--- config.mk ---
export PLATFORM = sky130hd
export DESIGN_NAME = cs_fire_ctrl
export DESIGN_NICKNAME = d
export VERILOG_FILES = /design/src/rtl/cs_pkg.sv /design/src/rtl/cs_rate_seq.sv /design/src/rtl/cs_port_gate.sv /design/src/rtl/cs_phase_ctr.sv /design/src/rtl/cs_fire_ctrl.sv
export SDC_FILE = /design/constraint.sdc
export NUM_CORES = 1
export LEC_CHECK = 0
export CORE_ASPECT_RATIO = 1.4
export CORE_MARGIN = 5
export CORE_UTILIZATION = 43
export CTS_CLUSTER_DIAMETER = 100
export DETAILED_ROUTE_END_ITERATION = 8
export PLACE_DENSITY = 0.84
export SLEW_MARGIN = 20
export SYNTH_ARGS = -nofsm -noshare
export SYNTH_HDL_FRONTEND = slang
export SYNTH_SLANG_ARGS = --single-unit
--- constraint.sdc ---
create_clock -name clk -period 6.9 [get_ports clk]
set_input_delay 1.725 -clock clk [delete_from_list [all_inputs] [get_ports clk]]
set_output_delay 1.725 -clock clk [all_outputs]
set_load 0.01 [all_outputs]
--- src/rtl/cs_pkg.sv ---
package cs_pkg;
  localparam int LEN_W = 4;

  function automatic int gcd_int(input int a, input int b);
    int x;
    int y;
    int t;
    x = a;
    y = b;
    while (y != 0) begin
      t = x % y;
      x = y;
      y = t;
    end
    return x;
  endfunction

  function automatic int lcm_int(input int a, input int b);
    if (a == 0 || b == 0) return 1;
    return (a / gcd_int(a, b)) * b;
  endfunction
endpackage

--- src/rtl/cs_rate_seq.sv ---
module cs_rate_seq #(
  parameter int MAX_LEN = 8,
  parameter int RW = 4,
  parameter int LEN = 1,
  parameter logic [MAX_LEN*RW-1:0] RATES = '0
) (
  input  logic          clk,
  input  logic          rst,
  input  logic          adv,
  output logic [RW-1:0] rate
);
  localparam int IW = (MAX_LEN > 1) ? $clog2(MAX_LEN) : 1;

  generate
    if (LEN <= 1) begin : g_fixed
      logic unused_fixed;
      assign unused_fixed = &{1'b0, clk, rst, adv};
      assign rate = RATES[RW-1:0];
    end else begin : g_cyclic
      logic [IW-1:0] idx;
      always_ff @(posedge clk) begin
        if (rst) idx <= '0;
        else if (adv) idx <= (idx == IW'(LEN - 1)) ? '0 : idx + 1'b1;
      end
      assign rate = RATES[int'(idx)*RW +: RW];
    end
  endgenerate
endmodule

--- src/rtl/cs_port_gate.sv ---
module cs_port_gate #(
  parameter int RW = 4
) (
  input  logic [RW-1:0] level,
  input  logic [RW-1:0] need,
  output logic          ok
);
  assign ok = (level >= need);
endmodule

--- src/rtl/cs_phase_ctr.sv ---
module cs_phase_ctr #(
  parameter int PHASES = 1,
  parameter int PW = 1
) (
  input  logic          clk,
  input  logic          rst,
  input  logic          adv,
  output logic [PW-1:0] phase
);
  always_ff @(posedge clk) begin
    if (rst) phase <= '0;
    else if (adv) phase <= (phase == PW'(PHASES - 1)) ? '0 : phase + 1'b1;
  end
endmodule

--- src/rtl/cs_fire_ctrl.sv ---
module cs_fire_ctrl #(
  parameter int N_IN = 2,
  parameter int N_OUT = 2,
  parameter int MAX_LEN = 8,
  parameter int CW = 4,
  parameter logic [N_IN*cs_pkg::LEN_W-1:0]  IN_LENS   = 8'h31,
  parameter logic [N_IN*MAX_LEN*CW-1:0]     IN_RATES  = 64'h0000_0120_0000_0001,
  parameter logic [N_OUT*cs_pkg::LEN_W-1:0] OUT_LENS  = 8'h22,
  parameter logic [N_OUT*MAX_LEN*CW-1:0]    OUT_RATES = 64'h0000_0010_0000_0001,
  localparam int PHASES = calc_phases(),
  localparam int PW = (PHASES > 1) ? $clog2(PHASES) : 1
) (
  input  logic                clk,
  input  logic                rst,
  input  logic [N_IN*CW-1:0]  in_count,
  input  logic [N_OUT*CW-1:0] out_space,
  output logic                fire,
  output logic [N_IN*CW-1:0]  pop_cnt,
  output logic [N_OUT*CW-1:0] push_cnt,
  output logic [PW-1:0]       phase,
  output logic                stalled
);
  function automatic int calc_phases();
    int acc;
    acc = 1;
    for (int p = 0; p < N_IN; p++)
      acc = cs_pkg::lcm_int(acc, int'(IN_LENS[p*cs_pkg::LEN_W +: cs_pkg::LEN_W]));
    for (int p = 0; p < N_OUT; p++)
      acc = cs_pkg::lcm_int(acc, int'(OUT_LENS[p*cs_pkg::LEN_W +: cs_pkg::LEN_W]));
    return acc;
  endfunction

  localparam int SEG = MAX_LEN * CW;

  logic [N_IN-1:0]  in_ok;
  logic [N_OUT-1:0] out_ok;

  generate
    for (genvar p = 0; p < N_IN; p++) begin : g_in
      logic [CW-1:0] need;
      cs_rate_seq #(
        .MAX_LEN(MAX_LEN), .RW(CW),
        .LEN(int'(IN_LENS[p*cs_pkg::LEN_W +: cs_pkg::LEN_W])),
        .RATES(IN_RATES[p*SEG +: SEG])
      ) u_seq (.clk(clk), .rst(rst), .adv(fire), .rate(need));
      cs_port_gate #(.RW(CW)) u_gate (
        .level(in_count[p*CW +: CW]), .need(need), .ok(in_ok[p]));
      assign pop_cnt[p*CW +: CW] = fire ? need : '0;
    end
    for (genvar p = 0; p < N_OUT; p++) begin : g_out
      logic [CW-1:0] give;
      cs_rate_seq #(
        .MAX_LEN(MAX_LEN), .RW(CW),
        .LEN(int'(OUT_LENS[p*cs_pkg::LEN_W +: cs_pkg::LEN_W])),
        .RATES(OUT_RATES[p*SEG +: SEG])
      ) u_seq (.clk(clk), .rst(rst), .adv(fire), .rate(give));
      cs_port_gate #(.RW(CW)) u_gate (
        .level(out_space[p*CW +: CW]), .need(give), .ok(out_ok[p]));
      assign push_cnt[p*CW +: CW] = fire ? give : '0;
    end
  endgenerate

  assign fire    = !rst && (&in_ok) && (&out_ok);
  assign stalled = !fire;

  cs_phase_ctr #(.PHASES(PHASES), .PW(PW)) u_phase (
    .clk(clk), .rst(rst), .adv(fire), .phase(phase));
endmodule

# Word-level counts from Yosys, hierarchy flattened
# Index checks and enable logic that the tools add are counted.
dict set report classes {
  n_addsub 4
  n_lt_le_gt_ge 4
  eq_ne 4
  n_shift 3
  mux 8
  reduce_logical 6
}
# operator n
set ops {}
lappend ops {{32-bit by 6-bit indexed part select with 4-bit output (first input constant)} 3}
lappend ops {{3-bit by 1-bit adder with 3-bit output (second input constant)} 4}
lappend ops {{4-bit >= comparator} 3}
lappend ops {{3-bit two-way mux} 4}
lappend ops {{4-bit two-way mux} 3}
lappend ops {{3-bit by 1-bit == test with 1-bit output (second input constant)} 2}
lappend ops {{4-bit by 1-bit >= comparator with 1-bit output (second input constant)} 1}
lappend ops {{2-bit AND reduction} 2}
lappend ops {{3-bit by 2-bit == test with 1-bit output (second input constant)} 1}
lappend ops {{3-bit == test (second input constant)} 1}
lappend ops {{1-bit logical AND} 2}
lappend ops {{1-bit zero test} 2}
lappend ops {{1-bit two-way mux} 1}
dict set report totals {
  ff_bits 12
  inputBits 18
  out_inout_bits 21
  wordCells 33
}

# Logic depth before layout (Yosys ltp)
dict set report depth {
  word_depth 6
  ltp_mapped 10
}

# Hierarchy
# Synthesis repeated with hierarchy kept, for this count alone.
dict set report hier_totals {
  hier_cells 145
  area_unflattened_um2 1271.2
}
# module n_inst cells_each area_each_um2 seq_area_each_um2
set modules_own_cells {}
lappend modules_own_cells {cs_port_gate 4 13 100.1 0.0}
lappend modules_own_cells {cs_fire_ctrl 1 22 220.2 0.0}
lappend modules_own_cells {{cs_rate_seq at g_out[1].u_seq} 1 17 165.2 60.1}
lappend modules_own_cells {{cs_rate_seq at g_in[1].u_seq} 1 20 162.7 60.1}
lappend modules_own_cells {{cs_rate_seq at g_out[0].u_seq} 1 17 162.7 60.1}
lappend modules_own_cells {cs_phase_ctr 1 11 122.6 60.1}
lappend modules_own_cells {{cs_rate_seq at g_in[0].u_seq} 1 6 37.5 0.0}

# Worst setup path before layout
# Ideal clock, no wire load.
dict set report synth_timing {
  kind {input to output}
  start {in in_count[4]}
  end {out pop_cnt[4]}
  arrival_time_ns 3.024
  t_required_ns 5.175
  slack_ns 2.151
  cell_stages 8
  path_cell_list {inv_1 ha_1 nand2b_4 a2111oi_4 nand3b_4 inv_4 buf_6 and2_1}
}
dict set report synth_via {
  elab_chain_len 5
}
# element line_no
set synth_rtl {}
lappend synth_rtl {{start: declaration} cs_fire_ctrl.sv:15} ;# input logic [N_IN*CW-1:0] in_count,
lappend synth_rtl {{4-bit >= comparator} cs_port_gate.sv:8} ;# assign ok = (level >= need);
lappend synth_rtl {{2-bit AND reduction} cs_fire_ctrl.sv:63} ;# assign fire = !rst && (&in_ok) && (&out_ok);
lappend synth_rtl {{1-bit logical AND (2 in series)} cs_fire_ctrl.sv:63}
lappend synth_rtl {{via fire} cs_fire_ctrl.sv:17} ;# output logic fire,
lappend synth_rtl {{4-bit two-way mux} cs_fire_ctrl.sv:48} ;# assign pop_cnt[p*CW +: CW] = fire ? need : '0;
lappend synth_rtl {{end: declaration} cs_fire_ctrl.sv:18} ;# output logic [N_IN*CW-1:0] pop_cnt,
# The timed path passes the listed nets, and every way through them passes these cells.

# Worst setup path after layout
dict set report layout_timing {
  start {in in_count[4]}
  end {out pop_cnt[4]}
}
dict set report layout_via {
  elab_chain_len 5
}
# element line_no
set layout_rtl {}
lappend layout_rtl {{4-bit >= comparator} cs_port_gate.sv:8}
lappend layout_rtl {{2-bit AND reduction} cs_fire_ctrl.sv:63}
lappend layout_rtl {{1-bit logical AND (2 in series)} cs_fire_ctrl.sv:63}
lappend layout_rtl {{4-bit two-way mux} cs_fire_ctrl.sv:48}
# No other way between the ends.

==> impl_metrics.env <==
export IMPL_drive_gt1_share_pct=10.3
export IMPL_pin_count=39
export IMPL_fin_ws_ns=1.22
export IMPL_vias=676
export IMPL_drc=0
export IMPL_cp_slowest_cell="clkdlybuf4s50_1"
export IMPL_grt_first_pass_wirelength_microns=2530
export IMPL_fillers=178
export IMPL_cp_data_required_time_ns=5.18
export IMPL_clock_sinks=12
export IMPL_skew_ns=0.00125
export IMPL_track_usage_pct=12.0
export IMPL_synthFlopType="dfxtp_1"
export IMPL_syn_area_per_cell_sq_um=9.01
export IMPL_critPathArrivalTime_ns=3.95
export IMPL_cp_buffers_inverters=4
export IMPL_cp_common_cell="clkdlybuf4s50_1"
export IMPL_dpl_hpwl_microns=1290
export IMPL_ys_seq_area_share_pct=29.6
export IMPL_drt_iter0_markers=9
export IMPL_power_density_nw_per_um2=204
export IMPL_path_cells="clkdlybuf4s50_1, inv_1, ha_1, nand2b_4, a2111oi_4, nand3b_4, inv_4, and2_1, clkdlybuf4s50_1"
export IMPL_cts_made_buffers=3
export IMPL_die_w_microns=46.7
export IMPL_cap_violations=0
export IMPL_holdBufCountCts=0
export IMPL_grt_pass1_vias=623
export IMPL_vdd_drop_max_uv=124
export IMPL_die_h_microns=61.4
export IMPL_hold_ws_ns=0.507
export IMPL_totalWireLength_microns=1610
export IMPL_p_leak_nw=0.423
export IMPL_via_per_inst=4.97
export IMPL_cts_resized=0
export IMPL_cts_tree="done"
export IMPL_syn2layout_area_growth_pct=31.2
export IMPL_tightest_slew_ns=0.547
export IMPL_max_stage_delay_ns=0.47
export IMPL_first_pass_iters=4
export IMPL_dieArea_sq_um=2870
export IMPL_finalMaxSlewViolations=0
export IMPL_finalSetupTns_ns=0
export IMPL_cpLargestDelayFamily="buffers and inverters"
export IMPL_fmax_mhz=176
export IMPL_postCtsSetupRepairBufs=0
export IMPL_nNetsFinal=139
export IMPL_place_congestion=0.652
export IMPL_clk_latency_ns=0.27
export IMPL_finalCriticalPeriod_ns=5.68
export IMPL_grt_overflow=0
export IMPL_antenna_cells=0
export IMPL_post_route_cell_area_sq_um=1060
export IMPL_synth_edf_count=0
export IMPL_synth_cells=90
export IMPL_num_rows=18
export IMPL_hold_viol=0
export IMPL_fp_coreArea_sq_um=1780
export IMPL_yosysWarningCount=0
export IMPL_placed_area_sq_um=1030
export IMPL_worstSetupEndpointType="primary output"
export IMPL_antenna_found_initial=0
export IMPL_clk_root_buffer_cell="clkbuf_4"
export IMPL_startpoint_type="input pin"
export IMPL_setup_viol=0
export IMPL_synth_seq_cells=12
export IMPL_worstPathMaxFanout=14
export IMPL_status="complete, no violations"
export IMPL_worstSetupPathType="in2out"
export IMPL_rsz0062_at_grt="no"
export IMPL_async_flop_share_pct=0
export IMPL_ctsLongestPathBuffers=2
export IMPL_fin_crit_sh_pct=82.3
export IMPL_synthesis_area_sq_um=811
export IMPL_clk_pin_slew_ns=0.07
export IMPL_h_tree_depth=1
export IMPL_hold_path_class="reg2reg"
export IMPL_yosysUniqueCellTypes=30
export IMPL_place_inst=132
export IMPL_initial_core_util_pct=45.6
export IMPL_grt_max_degree=15
export IMPL_dp_slack_ns=1.20
export IMPL_antenna_left=0
export IMPL_wl_per_cell_microns=11.8
export IMPL_slew_headroom_pct=63.4
export IMPL_port_buffers=27
export IMPL_instances_no_fill=136
## worst register-to-register path, cell delays in order, from the launching register on
cell	delay, ns
dfxtp_1	0.34
inv_1	0.08
nor3_1	0.28
ha_1	0.30
nand2b_4	0.14
a2111oi_4	0.32
nand3b_4	0.27
inv_4	0.12
a311oi_2	0.27
a41o_1	0.12
## path summary, 6_finish.rpt
path              cells past startpoint                        endpoint                           from  slack [ns]
hold reg to reg                       2                u_phase.phase[2]               u_phase.phase[2]        0.51
setup / recovery                      9                      pop_cnt[4]                    in_count[4]        1.22
hold / removal                        2                u_phase.phase[2]               u_phase.phase[2]        0.51
setup reg to reg                      9  g_out[1].u_seq.g_cyclic.idx[2]  g_in[1].u_seq.g_cyclic.idx[1]        4.60
## cells in the mapped netlist (4+ instances only)
cell,number,area (sq um)
dfxtp_1,12,240
inv_1,9,33.8
o21ai_0,5,25.0
ha_1,4,50.1
buf_4,12,90.1
nor2_1,4,15.0
a21oi_1,6,30.0
## layer usage
layer	GRT usage, %	share of wire (%)	up-vias
met5	0	0	-
met4	4.74	0.62	0
met3	2.34	12	2
met2	21.9	51	27
met1	13.3	36	306
li1	-	-	341
## metrics by stage
step / util (%) / power (W)
after floorplan: - / 0.000141
final: 59.8 / 0.000217
after global routing: 59.8 / 0.000232
after detailed placement: 57.7 / 0.000164
after CTS: 59.8 / 0.000219
after global placement: 57.7 / 0.000162
## flip-flops by register name (all words and copies together), names as in the netlist
signal / count
g_in.u_seq.g_cyclic.idx: 3
g_out.u_seq.g_cyclic.idx: 6
u_phase.phase: 3
## layout by cell type (no fill, tap or decap), drive strengths merged, types with 3 or more instances in the layout
cell type,instances
nor4,3
ha,4
and2,3
nor2,4
a21oi,6
inv,10
dfxtp,12
nand2,3
conb,11
or3,3
nor3,3
xnor2,3
clkbuf,4
clkdlybuf4s50,27
o21ai,5
## layout make-up
type                       count  area (sq um)  share of cell area, %
clock buffer                   4          36.3                   3.41
inverter                      10          40.0                   3.76
multi-input combinational     63           452                   42.5
sequential                    12           240                   22.6
tap                           20          25.0                   2.35
timing repair buffer          27           270                   25.4
## power by group
part	internal (W)	total, W	switching, W
registers	0.0000766	0.0000841	0.00000750
clock network	0.0000321	0.0000559	0.0000238
logic	0.0000413	0.0000774	0.0000361
total	0.000150	0.000217	0.0000674
## cells by family after synthesis
family | share of synthesized area [%]
AO/OA/AOI/OAI | 18.4
XOR/XNOR | 3.24
adder cells (fa/ha/maj) | 6.17
buffers and inverters | 19.3
flip-flops | 29.6
multiplexers | 1.23
other | 0.463
AND/OR/NAND/NOR | 21.6
Power figures use the tool's default switching activity.
